--- src/rtl/cfg_eeprom_loader.sv ---
module cfg_eeprom_loader #(
  parameter int NBYTES = 64,
  parameter int CLK_DIV = 64,
  parameter logic [7:0] DEF_KEY = 8'h3C,
  localparam int AW = $clog2(NBYTES)
) (
  input  logic          clk,
  input  logic          rst_n,
  input  logic          ee_en,
  output logic          ee_cs,
  output logic          ee_sclk,
  output logic          ee_sdo,
  input  logic          ee_sdi,
  input  logic [AW-1:0] rd_addr,
  output logic [7:0]    rd_data,
  output logic          cfg_done
);
  localparam int HALF = CLK_DIV / 2;
  localparam int DW = $clog2(CLK_DIV);
  localparam int CMDW = 3 + AW;
  localparam int TOT = CMDW + 9;
  localparam int BW = $clog2(TOT + 1);

  typedef enum logic [2:0] {S_IDLE, S_DEF, S_GAP, S_SHIFT, S_DONE} st_t;

  st_t             st;
  logic [DW-1:0]   div;
  logic [BW-1:0]   bitn;
  logic [AW-1:0]   idx;
  logic [CMDW-1:0] cmd;
  logic [7:0]      shreg;
  logic [7:0]      regs [NBYTES];

  function automatic logic [7:0] defb(input logic [AW-1:0] a);
    logic [15:0] p;
    p = 16'(a) * 16'd29;
    return DEF_KEY ^ p[7:0];
  endfunction

  wire last_byte = (idx == AW'(NBYTES - 1));
  wire end_bit   = (div == DW'(CLK_DIV - 1));

  always_ff @(posedge clk or negedge rst_n) begin
    if (!rst_n) begin
      st    <= S_IDLE;
      div   <= '0;
      bitn  <= '0;
      idx   <= '0;
      cmd   <= '0;
      shreg <= '0;
      for (int i = 0; i < NBYTES; i++) regs[i] <= '0;
    end else begin
      case (st)
        S_IDLE: begin
          idx <= '0;
          div <= '0;
          st  <= ee_en ? S_GAP : S_DEF;
        end
        S_DEF: begin
          regs[idx] <= defb(idx);
          if (last_byte) st <= S_DONE;
          else idx <= idx + 1'b1;
        end
        S_GAP: begin
          if (end_bit) begin
            div  <= '0;
            bitn <= '0;
            cmd  <= {3'b110, idx};
            st   <= S_SHIFT;
          end else div <= div + 1'b1;
        end
        S_SHIFT: begin
          if (div == DW'(HALF - 1) && bitn > BW'(CMDW))
            shreg <= {shreg[6:0], ee_sdi};
          if (end_bit) begin
            div  <= '0;
            bitn <= bitn + 1'b1;
            cmd  <= {cmd[CMDW-2:0], 1'b0};
            if (bitn == BW'(TOT - 1)) begin
              regs[idx] <= shreg;
              if (last_byte) st <= S_DONE;
              else begin
                idx <= idx + 1'b1;
                st  <= S_GAP;
              end
            end
          end else div <= div + 1'b1;
        end
        default: ;
      endcase
    end
  end

  assign ee_cs    = (st == S_SHIFT);
  assign ee_sclk  = ee_cs && (div >= DW'(HALF));
  assign ee_sdo   = ee_cs && (bitn < BW'(CMDW)) && cmd[CMDW-1];
  assign cfg_done = (st == S_DONE);
  assign rd_data  = cfg_done ? regs[rd_addr] : 8'h00;
endmodule


--- config.mk ---
export PLATFORM = sky130hd
export DESIGN_NAME = cfg_eeprom_loader
export DESIGN_NICKNAME = d
export VERILOG_FILES = /design/src/rtl/cfg_eeprom_loader.sv
export SDC_FILE = /design/constraint.sdc
export NUM_CORES = 1
export LEC_CHECK = 0
export BUFFER_PORTS_ARGS = -buffer_cell sky130_fd_sc_hd__buf_2
export CAP_MARGIN = 0
export CORE_ASPECT_RATIO = 1.2
export CORE_MARGIN = 5
export CORE_UTILIZATION = 66
export CTS_BUF_LIST = sky130_fd_sc_hd__clkbuf_4
export DETAILED_ROUTE_END_ITERATION = 16
export GPL_TIMING_DRIVEN = 0
export PLACE_DENSITY = 0.83
export SLEW_MARGIN = 5
export SYNTH_ARGS = -nofsm -noshare
export SYNTH_HDL_FRONTEND = slang
export SYNTH_SLANG_ARGS = --single-unit
--- constraint.sdc ---
create_clock -name clk -period 4.1 [get_ports clk]
set_input_delay 0.615 -clock clk [delete_from_list [all_inputs] [get_ports clk]]
set_output_delay 0.615 -clock clk [all_outputs]
set_load 0.01 [all_outputs]
Yosys cells after proc, flatten, opt, wreduce, memory -nomap -nowiden
Cells that the tools add are included.
{"block": "totals", "ff_bits": 549, "output_inout_bits": 12}
{"block": "op_classes", "add_sub_neg": 3, "mul": 1, "order_cmp": 6, "n_eq_ne": 12, "muxes": 30, "bitwise_logic": 3, "reduce_logical": 17}
{"op": "512-bit bitwise mux", "n": 2}
{"op": "512-bit 2-to-1 mux", "n": 2}
{"op": "512-bit one-hot mux with 2 select lines", "n": 1}
{"op": "8-bit binary-select mux with 6-bit select", "n": 1}
{"op": "8-bit demux with 6-bit select", "n": 1}
{"op": "8-bit 2-to-1 mux", "n": 4}
{"op": "6-bit 2-to-1 mux", "n": 4}
{"op": "9-bit 2-to-1 mux", "n": 2}
{"op": "6-bit one-hot mux with 3 select lines", "n": 1}
{"op": "9-bit one-hot mux with 2 select lines", "n": 1}
{"op": "3-bit 2-to-1 mux", "n": 5}
{"op": "7-bit greater-or-equal comparator (second input constant)", "n": 2}
{"op": "6-bit inverter with 7-bit output", "n": 2}
{"op": "6-bit by 1-bit adder with 6-bit output (second input constant)", "n": 2}
{"op": "6-bit equality test (second input constant)", "n": 2}
{"op": "3-bit one-hot mux with 4 select lines", "n": 1}
{"op": "6-bit one-hot mux with 2 select lines", "n": 1}
{"op": "5-bit 2-to-1 mux", "n": 2}
{"op": "5-bit one-hot mux with 2 select lines", "n": 1}
{"op": "3-bit AND reduction", "n": 3}
{"op": "6-bit by 5-bit multiplier with 8-bit output (second input constant)", "n": 1}
{"op": "7-bit by 1-bit < comparator with 1-bit output (second input constant)", "n": 1}
{"op": "3-bit by 2-bit equality test with 1-bit output (second input constant)", "n": 2}
{"op": "6-bit by 5-bit equality test with 1-bit output (second input constant)", "n": 1}
{"op": "19 further kinds", "n": 27}

Depth between registers and ports, before layout
Gate-level depths: netlist (run 1).
{"block": "logic_depth", "ltp_word": 9, "mapped_depth": 12, "mapped_depth_nobuf": 11}

Worst setup path after synthesis (run 1)
No wires, ideal clock.
{"block": "synth_timing", "path_kind": "register to register", "start": "register idx[2]", "end": "register regs[143] in the netlist's numbering", "setup_time_ns": 0.133, "arrival_time_ns": 3.409, "t_required_ns": 3.967, "slack_ns": 0.558, "stages_incl_launch_ff": 13, "n_path_buf": 1, "path_cell_list": "dfrtp_1 -> inv_1 -> fa_1 -> inv_1 -> ha_1 -> fa_1 -> ha_1 -> a21o_1 -> a21oi_1 -> xnor3_1 -> mux2i_2 -> clkbuf_1 -> o21ai_0"}
{"block": "synth_via", "elab_chain_len": 9}
{"element": "start, declared", "line_no": "29", "text": "logic [AW-1:0] idx;"}
{"element": "start signal, assigned", "line_no": "62", "text": "else idx <= idx + 1'b1;"}
{"element": "start signal, assigned", "line_no": "83", "text": "idx <= idx + 1'b1;"}
{"element": "6-bit inverter with 7-bit output (implied by the code)", "line_no": "60, 80"}
{"element": "7-bit greater-or-equal comparator (implied by the code) or 7-bit by 1-bit < comparator with 1-bit output (tied branches)", "line_no": "60, 80"}
{"element": "1-bit logical AND (implied by the code)", "line_no": "60, 80"}
{"element": "8-bit 2-to-1 mux (implied by the code)", "line_no": "60, 80"}
{"element": "8-bit demux with 6-bit select", "line_no": "60, 80"}
{"element": "512-bit bitwise mux", "line_no": "80", "text": "regs[idx] <= shreg;"}
{"element": "512-bit 2-to-1 mux", "line_no": "79", "text": "if (bitn == BW'(TOT - 1)) begin"}
{"element": "512-bit 2-to-1 mux", "line_no": "75", "text": "if (end_bit) begin"}
{"element": "512-bit one-hot mux with 2 select lines *", "line_no": "53", "text": "case (st)"}
{"element": "end signal, assigned by index", "line_no": "60", "text": "regs[idx] <= defb(idx);"}
{"element": "end signal, assigned by index", "line_no": "80"}
{"element": "end, declared", "line_no": "32", "text": "logic [7:0] regs [NBYTES];"}
Every way passes the cells marked *; elsewhere a longest branch is shown, timed or not. The select of a mux whose other input is x is not followed.
A chain may end at the register's enable or synchronous reset.

Final worst setup path (run 1)
{"block": "layout_timing", "start": "input rd_addr[1]", "end": "output rd_data[4]"}
{"block": "layout_via", "elab_chain_len": 5}
{"element": "start, declared", "line_no": "14", "text": "input logic [AW-1:0] rd_addr,"}
{"element": "6-bit inverter with 7-bit output (implied by the code)", "line_no": "98", "text": "assign rd_data = cfg_done ? regs[rd_addr] : 8'h00;"}
{"element": "8-bit binary-select mux with 6-bit select", "line_no": "98"}
{"element": "8-bit 2-to-1 mux (implied by the code) (2 in a row)", "line_no": "98"}
{"element": "8-bit 2-to-1 mux", "line_no": "98"}
{"element": "end, declared", "line_no": "15", "text": "output logic [7:0] rd_data,"}
No other way between the ends. The select of a mux whose other input is x is not followed.

==> results_dict.tcl, run 1 <==
set metrics [dict create \
    outcome "complete, but fails checks" \
    failed_checks "max-capacitance violations, max-slew violations, negative setup slack" \
    reg2reg_to "regs[150]" \
    timing.slew.headroom_pct -4.93 \
    criticalPathCategory "primary input to output port" \
    fp.dieArea_um2 41900 \
    drv_slew 11 \
    num_vias 20300 \
    wire_length_of_the_first_global_routing_pass_mm 118 \
    maxClockFrequency_mhz 242 \
    crit_path_max_fanout 10 \
    route.detailed.drc 0 \
    top_cell_type_by_total_area_after_synthesis "sky130_fd_sc_hd__dfrtp_1" \
    async_set_or_reset_flop_fraction_in_the_synthesized_netlist_pct 100 \
    yosysTopAreaCellShare_pct 55.0 \
    r2r_slack_ns 0.17 \
    cts-buffers-inserted 138 \
    cp_data_arrival_time_ns 3.53 \
    synth_ff_type "sky130_fd_sc_hd__dfrtp_1" \
    clkLatencyLatePin_ns 0.87 \
    worstSetupStartpointType "primary input" \
    core.rowCount 78 \
    min-delay-start "ee_en" \
    timing.max_cap.violations 1 \
    first_global_vias 20600 \
    finalNetCount 2535 \
    hold_viol_final 0 \
    cts_tree "done" \
    synth_cell_type_count 60 \
    synthesis.area_per_instance_um2 10.7 \
    area_of_the_core_region_um2 37700 \
    globalRoute.totalOverflow 0 \
    cts_buffer_depth 3 \
    antenna_violations_before_repair 1 \
    worst_hold_path.endpoint "st[1]" \
    tightest_slew_ns 1.56 \
    wl_per_cell_um 24.9 \
    vdd.ir_drop.worst_uv 395 \
    grt_setup_unrepaired "no" \
    fin_worst_skew_ns 0.0354 \
    fill_cells 2586 \
    design_power_w 0.0136 \
    cellLeakagePower_nw 12.4 \
    i_o_pin_cnt 22 \
    min_path_cells 3 \
    grt_max_degree 127 \
    synth.ff_latch_count 549 \
    cts.htree.levels 4 \
    setup_violations 1 \
    number_of_flops_mapped_to_enable_cells_by_yosys 0 \
    post_synth_design_cell_area_um2 25000 \
    synth_cells 2333 \
    stdcell_count 3055 \
    min_period_ns 4.14 \
    timing.critical_path.required_ns 3.48 \
    synth.top_cells.by_area "sky130_fd_sc_hd__dfrtp_1 55%, sky130_fd_sc_hd__mux4_2 11%, sky130_fd_sc_hd__o21ai_0 8.9%" \
    yosys_warnings 0 \
    drive_gt1_share_pct 17.9 \
    detailed_router_iteration_count_before_antenna_repair 5 \
    initialDrtViolationCount 2410 \
    numClockSinks 549 \
    gr-usage-all-layers_pct 37.2 \
    synth_fp_nets 2370 \
    die_height_um 223 \
    chipWidth_um 188 \
    synth.yosys.seq_area_share_pct 55.0 \
    totalWireLength_mm 76.1 \
    area_delta_synth_final_pct 10.3 \
    port_buffers 18 \
    power_per_cell_area_nw_per_um2 492 \
    cts_root_buffer "sky130_fd_sc_hd__clkbuf_4" \
    detailedPlacementHpwl_mm 53.6 \
    route.detailed.vias_per_inst 6.64 \
    endpoint_kind "output port" \
    worstRegToRegCells 12 \
    worst_hold_path_class "primary input to flop" \
    starting_density_pct 66.3 \
    place.detailed.instances 2838 \
    routabilityCongestion 0.992 \
    layout_worst_path_cycle_share_pct 101 \
    post-route-worst-setup-slack_ns -0.0401 \
    r2r_start "idx[2]" \
    postRouteAntennaNets 0 \
    cts.reportedPaths.clkPinSlew_ns 0.06 \
]
==> worst max-delay path by stage <==
stage,cells after the start,endpoint,start,slack (ns)
2_1_floorplan,12,regs[143],idx[2],0.56
3_3_place_gp,1,regs[245],rst_n,-8.15
3_5_place_dp,9,rd_data[4],rd_addr[2],-0.64
4_1_cts,12,regs[87],idx[1],0.003
5_1_grt,13,regs[295],idx[2],0.002
6_report,9,rd_data[4],rd_addr[1],-0.04
==> routing by layer <==
metal | share of wire, % | up-vias | track usage, %
met5 | 0 | - | 0
met4 | 7.1 | 0 | 24.6
met3 | 10 | 316 | 9.87
met2 | 47 | 1284 | 57.4
met1 | 36 | 10000 | 46.8
li1 | - | 8630 | -
==> worst max-delay path, cell delays in order <==
cell                       delay (ns)
sky130_fd_sc_hd__buf_2           0.32
sky130_fd_sc_hd__buf_2           0.41
sky130_fd_sc_hd__buf_2           0.48
sky130_fd_sc_hd__mux4_2          0.34
sky130_fd_sc_hd__o21ai_0         0.14
sky130_fd_sc_hd__a221oi_1        0.39
sky130_fd_sc_hd__o21ai_0         0.32
sky130_fd_sc_hd__o41ai_1         0.23
sky130_fd_sc_hd__buf_2           0.26
==> timing repair <==
| item | CTS | global route |
|---|---|---|
| hold endpoints to repair | 77 | 0 |
| setup buffers | 0 | 1 |
| resized for setup | 22 | 18 |
| hold buffers | 2 | 0 |
| pin swaps | 0 | 0 |
| endpoints found under the setup margin | 89 | 82 |
==> cells in the mapped netlist, drive strengths merged (4+ instances only) <==
master and n:
a211oi 9, a21o 4, a21oi 73, a221oi 6, a22o 6, a22oi 4
and2 5, and3 8, buf 59, clkbuf 132, dfrtp 549, fa 5
ha 22, inv 21, mux2 29, mux2i 33, mux4 124, nand2 485
nand2b 13, nand3 65, nand4 6, nor2 92, nor2b 12, nor3 15
o21ai 471, o221ai 5, o22ai 17, o31ai 13, o41ai 5, xnor2 7
==> state kept, by name, summed over array words and instances, names as in the netlist <==
| register | count |
|---|---|
| bitn | 5 |
| div | 6 |
| cmd | 9 |
| regs | 512 |
| st | 3 |
| shreg | 8 |
| idx | 6 |
==> cell usage in the layout (no fill, tap or decap), types with 5 or more instances in the layout <==
cell type	count
sky130_fd_sc_hd__a22o_1	6
sky130_fd_sc_hd__o22ai_1	17
sky130_fd_sc_hd__mux2_2	21
sky130_fd_sc_hd__nand2b_1	13
sky130_fd_sc_hd__o41ai_1	5
sky130_fd_sc_hd__inv_1	21
sky130_fd_sc_hd__nor3_1	14
sky130_fd_sc_hd__dfrtp_1	549
sky130_fd_sc_hd__o221ai_1	5
sky130_fd_sc_hd__mux2i_1	31
sky130_fd_sc_hd__and2_1	5
sky130_fd_sc_hd__clkinv_1	13
sky130_fd_sc_hd__clkbuf_1	118
sky130_fd_sc_hd__o21ai_1	22
sky130_fd_sc_hd__buf_2	47
sky130_fd_sc_hd__nor2_1	92
sky130_fd_sc_hd__buf_1	5
sky130_fd_sc_hd__mux4_2	124
sky130_fd_sc_hd__nand2_1	484
sky130_fd_sc_hd__a221oi_1	6
sky130_fd_sc_hd__nor2b_1	12
sky130_fd_sc_hd__fa_1	5
sky130_fd_sc_hd__buf_4	14
sky130_fd_sc_hd__clkbuf_2	12
sky130_fd_sc_hd__and3_1	8
sky130_fd_sc_hd__ha_1	22
sky130_fd_sc_hd__a21oi_1	72
sky130_fd_sc_hd__nand3_1	65
sky130_fd_sc_hd__o31ai_1	12
sky130_fd_sc_hd__inv_2	6
sky130_fd_sc_hd__xnor2_1	7
sky130_fd_sc_hd__o21ai_0	446
sky130_fd_sc_hd__nand4_1	6
sky130_fd_sc_hd__a211oi_1	9
sky130_fd_sc_hd__clkbuf_4	198
sky130_fd_sc_hd__mux2_4	8
==> cell type report <==
type	instances	area, um2	area share, %
Timing Repair Buffer	28	284	1.03
Buffer	188	852	3.09
Tap cell	480	601	2.18
Antenna cell	3	7.51	0.0272
Sequential cell	549	13700	49.8
Clock inverter	24	171	0.622
Multi-Input combinational cell	1572	10400	37.8
Inverter	21	78.8	0.286
Clock buffer	190	1430	5.17
==> report_power, final <==
part	internal [W]	switching (W)	leakage, nW
Sequential	0.00565	0.000172	7.63
Combinational	0.000749	0.00253	3.83
Clock	0.00230	0.00216	0.970
Total	0.00869	0.00486	12.4
==> cell families (layout without fill, tap and decap cells) <==
group                      Yosys count  in the layout  share of synthesized area (%)
and+or+nand+nor                    718            718                           12.0
AOI/OAI and AO/OA                  631            631                           13.6
DFF                                549            549                           55.0
buffers and inverters              212            451                           3.56
muxes                              186            186                           13.9
adders and majority gates           27             27                           1.50
xor gates and xnor gates            10             10                          0.405
other                                0              3                              0
==> metrics by stage <==
stage | instance area, um2 | setup TNS (ns) | util, % | hold WS, ns | setup slack [ns]
2_1_floorplan | 25000 | 0 | - | 0.319 | 0.558
3_3_place_gp | 25700 | -4496.49 | 68.2 | 0.456 | -8.15
3_5_place_dp | 25900 | -14.31 | 68.6 | 0.465 | -0.639
4_1_cts | 27500 | 0 | 73.1 | 0.00383 | 0.00285
5_1_grt | 27600 | 0 | 73.2 | 0.0904 | 0.00164
6_report | 27600 | -0.0401 | 73.2 | 0.0680 | -0.0401
(Power assumes the default switching activity.)
==> run 2: changes to the inputs <==
- CORE_MARGIN: 5 -> 2
==> run 2 against run 1 <==
  * The run ends with negative setup slack left
  * Final area is 0.66% higher
  * First-iteration DRC count is 9.7% higher
  * Combinational power hardly changed
  * Clock power is 7.0% higher
  * Sequential cell count stayed put
  * Setup slack worse by 0.053 ns
  * Via count is 0.13% higher
  * Routed wire length is 0.40% higher
==> results_dict.tcl, run 2 (synthesis gave the netlist of run 1 again) <==
set metrics [dict create \
    place_area_um2 25900 \
    finalNetCount 2538 \
    vdd.ir_drop.worst_uv 350 \
    i_o_pin_cnt 22 \
    failed_checks "negative setup slack" \
    cts.reportedPaths.clkPinSlew_ns 0.06 \
    starting_density_pct 66.5 \
    hold_viol_final 0 \
    design_power_w 0.0139 \
    first_global_vias 20900 \
    worstSetupStartpointType "primary input" \
    totalWireLength_mm 76.4 \
    fin_worst_skew_ns 0.0639 \
    layout.core_utilization_pct 73.9 \
    chipWidth_um 182 \
    timing.max_cap.violations 0 \
    layout_worst_path_cycle_share_pct 102 \
    area_of_the_core_region_um2 37600 \
    cts-buffers-inserted 139 \
    critical_path.most_common_cell "sky130_fd_sc_hd__buf_2" \
    wl_met1_mm 27.2 \
    layout_common_cells "549 x sky130_fd_sc_hd__dfrtp_1, 484 x sky130_fd_sc_hd__nand2_1, 446 x sky130_fd_sc_hd__o21ai_0, 202 x sky130_fd_sc_hd__clkbuf_4, 124 x sky130_fd_sc_hd__mux4_2" \
    globalRoute.totalOverflow 0 \
    post-route-worst-setup-slack_ns -0.0927 \
    largest_reg_flops 512 \
    min-delay-start "ee_en" \
    cts.htree.levels 4 \
    route.detailed.vias_per_inst 6.60 \
    num_vias 20300 \
    stdcell_count 3075 \
    die_height_um 217 \
    wl_per_cell_um 24.9 \
    route.detailed.drc 0 \
    clkLatencyLatePin_ns 0.90 \
    routabilityCongestion 1.02 \
    reg2reg_to "regs[495]" \
    setup_total_negative_slack_ns -0.159 \
    place.detailed.instances 2840 \
    criticalPathCategory "primary input to output port" \
    cts_tree "done" \
    registers.top_by_ff_count "regs" \
    crit_path_max_delay_cell_type "sky130_fd_sc_hd__mux2i_1" \
    gr-usage-all-layers_pct 40.6 \
    power_per_cell_area_nw_per_um2 500 \
    outcome "complete, but fails checks" \
    worst_hold_path.endpoint "st[1]" \
    timing.critical_path.required_ns 3.48 \
    tightest_slew_ns 1.43 \
    maxClockFrequency_mhz 239 \
    cp_buf_inv_count 5 \
    max_stage_delay_ns 0.50 \
    r2r_slack_ns 0.12 \
    fp.dieArea_um2 39400 \
    min_period_ns 4.19 \
    mostFrequentLayoutCell "sky130_fd_sc_hd__dfrtp_1" \
    detailedPlacementHpwl_mm 53.6 \
    met3WireLength_mm 8.02 \
    reg_top3 "regs (512), cmd (9), shreg (8)" \
    endpoint_kind "output port" \
    highest_layer "met5" \
    cts_root_buffer "sky130_fd_sc_hd__clkbuf_4" \
    grt_max_degree 125 \
    stdcell_area_um2 27800 \
    cts_buffer_depth 3 \
    cp_data_arrival_time_ns 3.58 \
    drv_slew 0 \
    worst_hold_path_class "primary input to flop" \
    area_delta_synth_final_pct 11.0 \
    min_path_cells 3 \
    worst_path_dominant_cell_family "buffers and inverters" \
    r2r_start "idx[3]" \
    setup_violations 2 \
    postRouteAntennaNets 0 \
    numClockSinks 549 \
    grt_setup_unrepaired "no" \
    antenna_violations_before_repair 3 \
    timing.critical_path.cells "buf_2, buf_2, buf_2, buf_4, mux2i_1, a221oi_1, o21ai_0, o41ai_1, buf_2" \
    port_buffers 18 \
    initialDrtViolationCount 2643 \
    detailed_router_iteration_count_before_antenna_repair 8 \
    crit_path_max_fanout 10 \
    drive_gt1_share_pct 18.3 \
    worstRegToRegCells 13 \
    core.rowCount 78 \
    timing.slew.headroom_pct 3.78 \
    cellLeakagePower_nw 12.5 \
    met2RoutedLength_mm 35.1 \
    wire_length_of_the_first_global_routing_pass_mm 119 \
    fill_cells 2517 \
]
-- run 2: cell count changes in the layout (fill, tap and decap cells not counted), moves of 2 or more --
cell                         change
sky130_fd_sc_hd__buf_2           +3
sky130_fd_sc_hd__buf_6           +3
sky130_fd_sc_hd__bufinv_16       +2
sky130_fd_sc_hd__clkbuf_4        +4
sky130_fd_sc_hd__clkinv_1       +10
sky130_fd_sc_hd__clkinvlp_4      +3
sky130_fd_sc_hd__diode_2         -2
sky130_fd_sc_hd__inv_2           -2
-- run 2: cell type report --
class | instances | area, um2 | area share (%)
tap | 480 | 601 | 2.16
multi-input combinational | 1572 | 10400 | 37.6
buffer | 187 | 837 | 3.02
inverter | 21 | 78.8 | 0.284
clock buffer | 196 | 1470 | 5.30
timing repair buffer | 31 | 310 | 1.12
antenna | 1 | 2.50 | 0.00902
clock inverter | 38 | 289 | 1.04
sequential | 549 | 13700 | 49.5
-- run 2: power by group --
part,internal [W],switching [W],total (W)
clock,0.00251,0.00226,0.00477
sequential,0.00564,0.000171,0.00582
combinational,0.000767,0.00252,0.00329
-- run 2: routing by layer --
metal  track usage [%]  vias to the layer above
li1                  -                     8634
met3              10.8                      358
met5                 0                        -
met1              50.4                    10000
met4              31.0                        2
met2              61.5                     1303
-- run 2: how the worst max path moves through the flow --
stage                           from  depth (start not counted)  slack (ns)    endpoint
after floorplan               idx[2]                         12        0.56   regs[143]
after global placement         rst_n                          1       -8.16   regs[197]
after detailed placement  rd_addr[2]                          9       -0.51  rd_data[4]
after CTS                 rd_addr[1]                          8       0.008  rd_data[1]
after global routing          idx[2]                         13       0.002   regs[223]
final                     rd_addr[2]                          9       -0.09  rd_data[5]
-- run 2: stage by stage --
| step | hold slack, ns | worst slack, ns |
|---|---|---|
| final | 0.0743 | -0.0927 |
| after global routing | 0.0596 | 0.00228 |
| after CTS | 0.0380 | 0.00758 |
| after detailed placement | 0.465 | -0.515 |
| after global placement | 0.456 | -8.16 |
| after floorplan | 0.319 | 0.558 |
-- run 2: worst reg2reg max path, stage by stage, from the launching register on --
cell	delay [ns]
sky130_fd_sc_hd__dfrtp_1	0.52
sky130_fd_sc_hd__inv_1	0.20
sky130_fd_sc_hd__fa_1	0.52
sky130_fd_sc_hd__inv_1	0.04
sky130_fd_sc_hd__ha_1	0.28
sky130_fd_sc_hd__fa_1	0.45
sky130_fd_sc_hd__ha_1	0.34
sky130_fd_sc_hd__a21o_1	0.21
sky130_fd_sc_hd__a21oi_1	0.19
sky130_fd_sc_hd__xnor3_1	0.33
sky130_fd_sc_hd__mux2i_4	0.22
sky130_fd_sc_hd__buf_12	0.18
sky130_fd_sc_hd__clkbuf_4	0.24
sky130_fd_sc_hd__o21ai_0	0.12
-- run 2: repair_timing --
action / in CTS / in global routing
resized for setup: 20 / 19
hold buffers: 2 / 0
endpoints found under the setup margin: 76 / 59
buffers inserted: 2 / 0
endpoints found under the hold margin: 90 / 0
pin swaps: 0 / 0
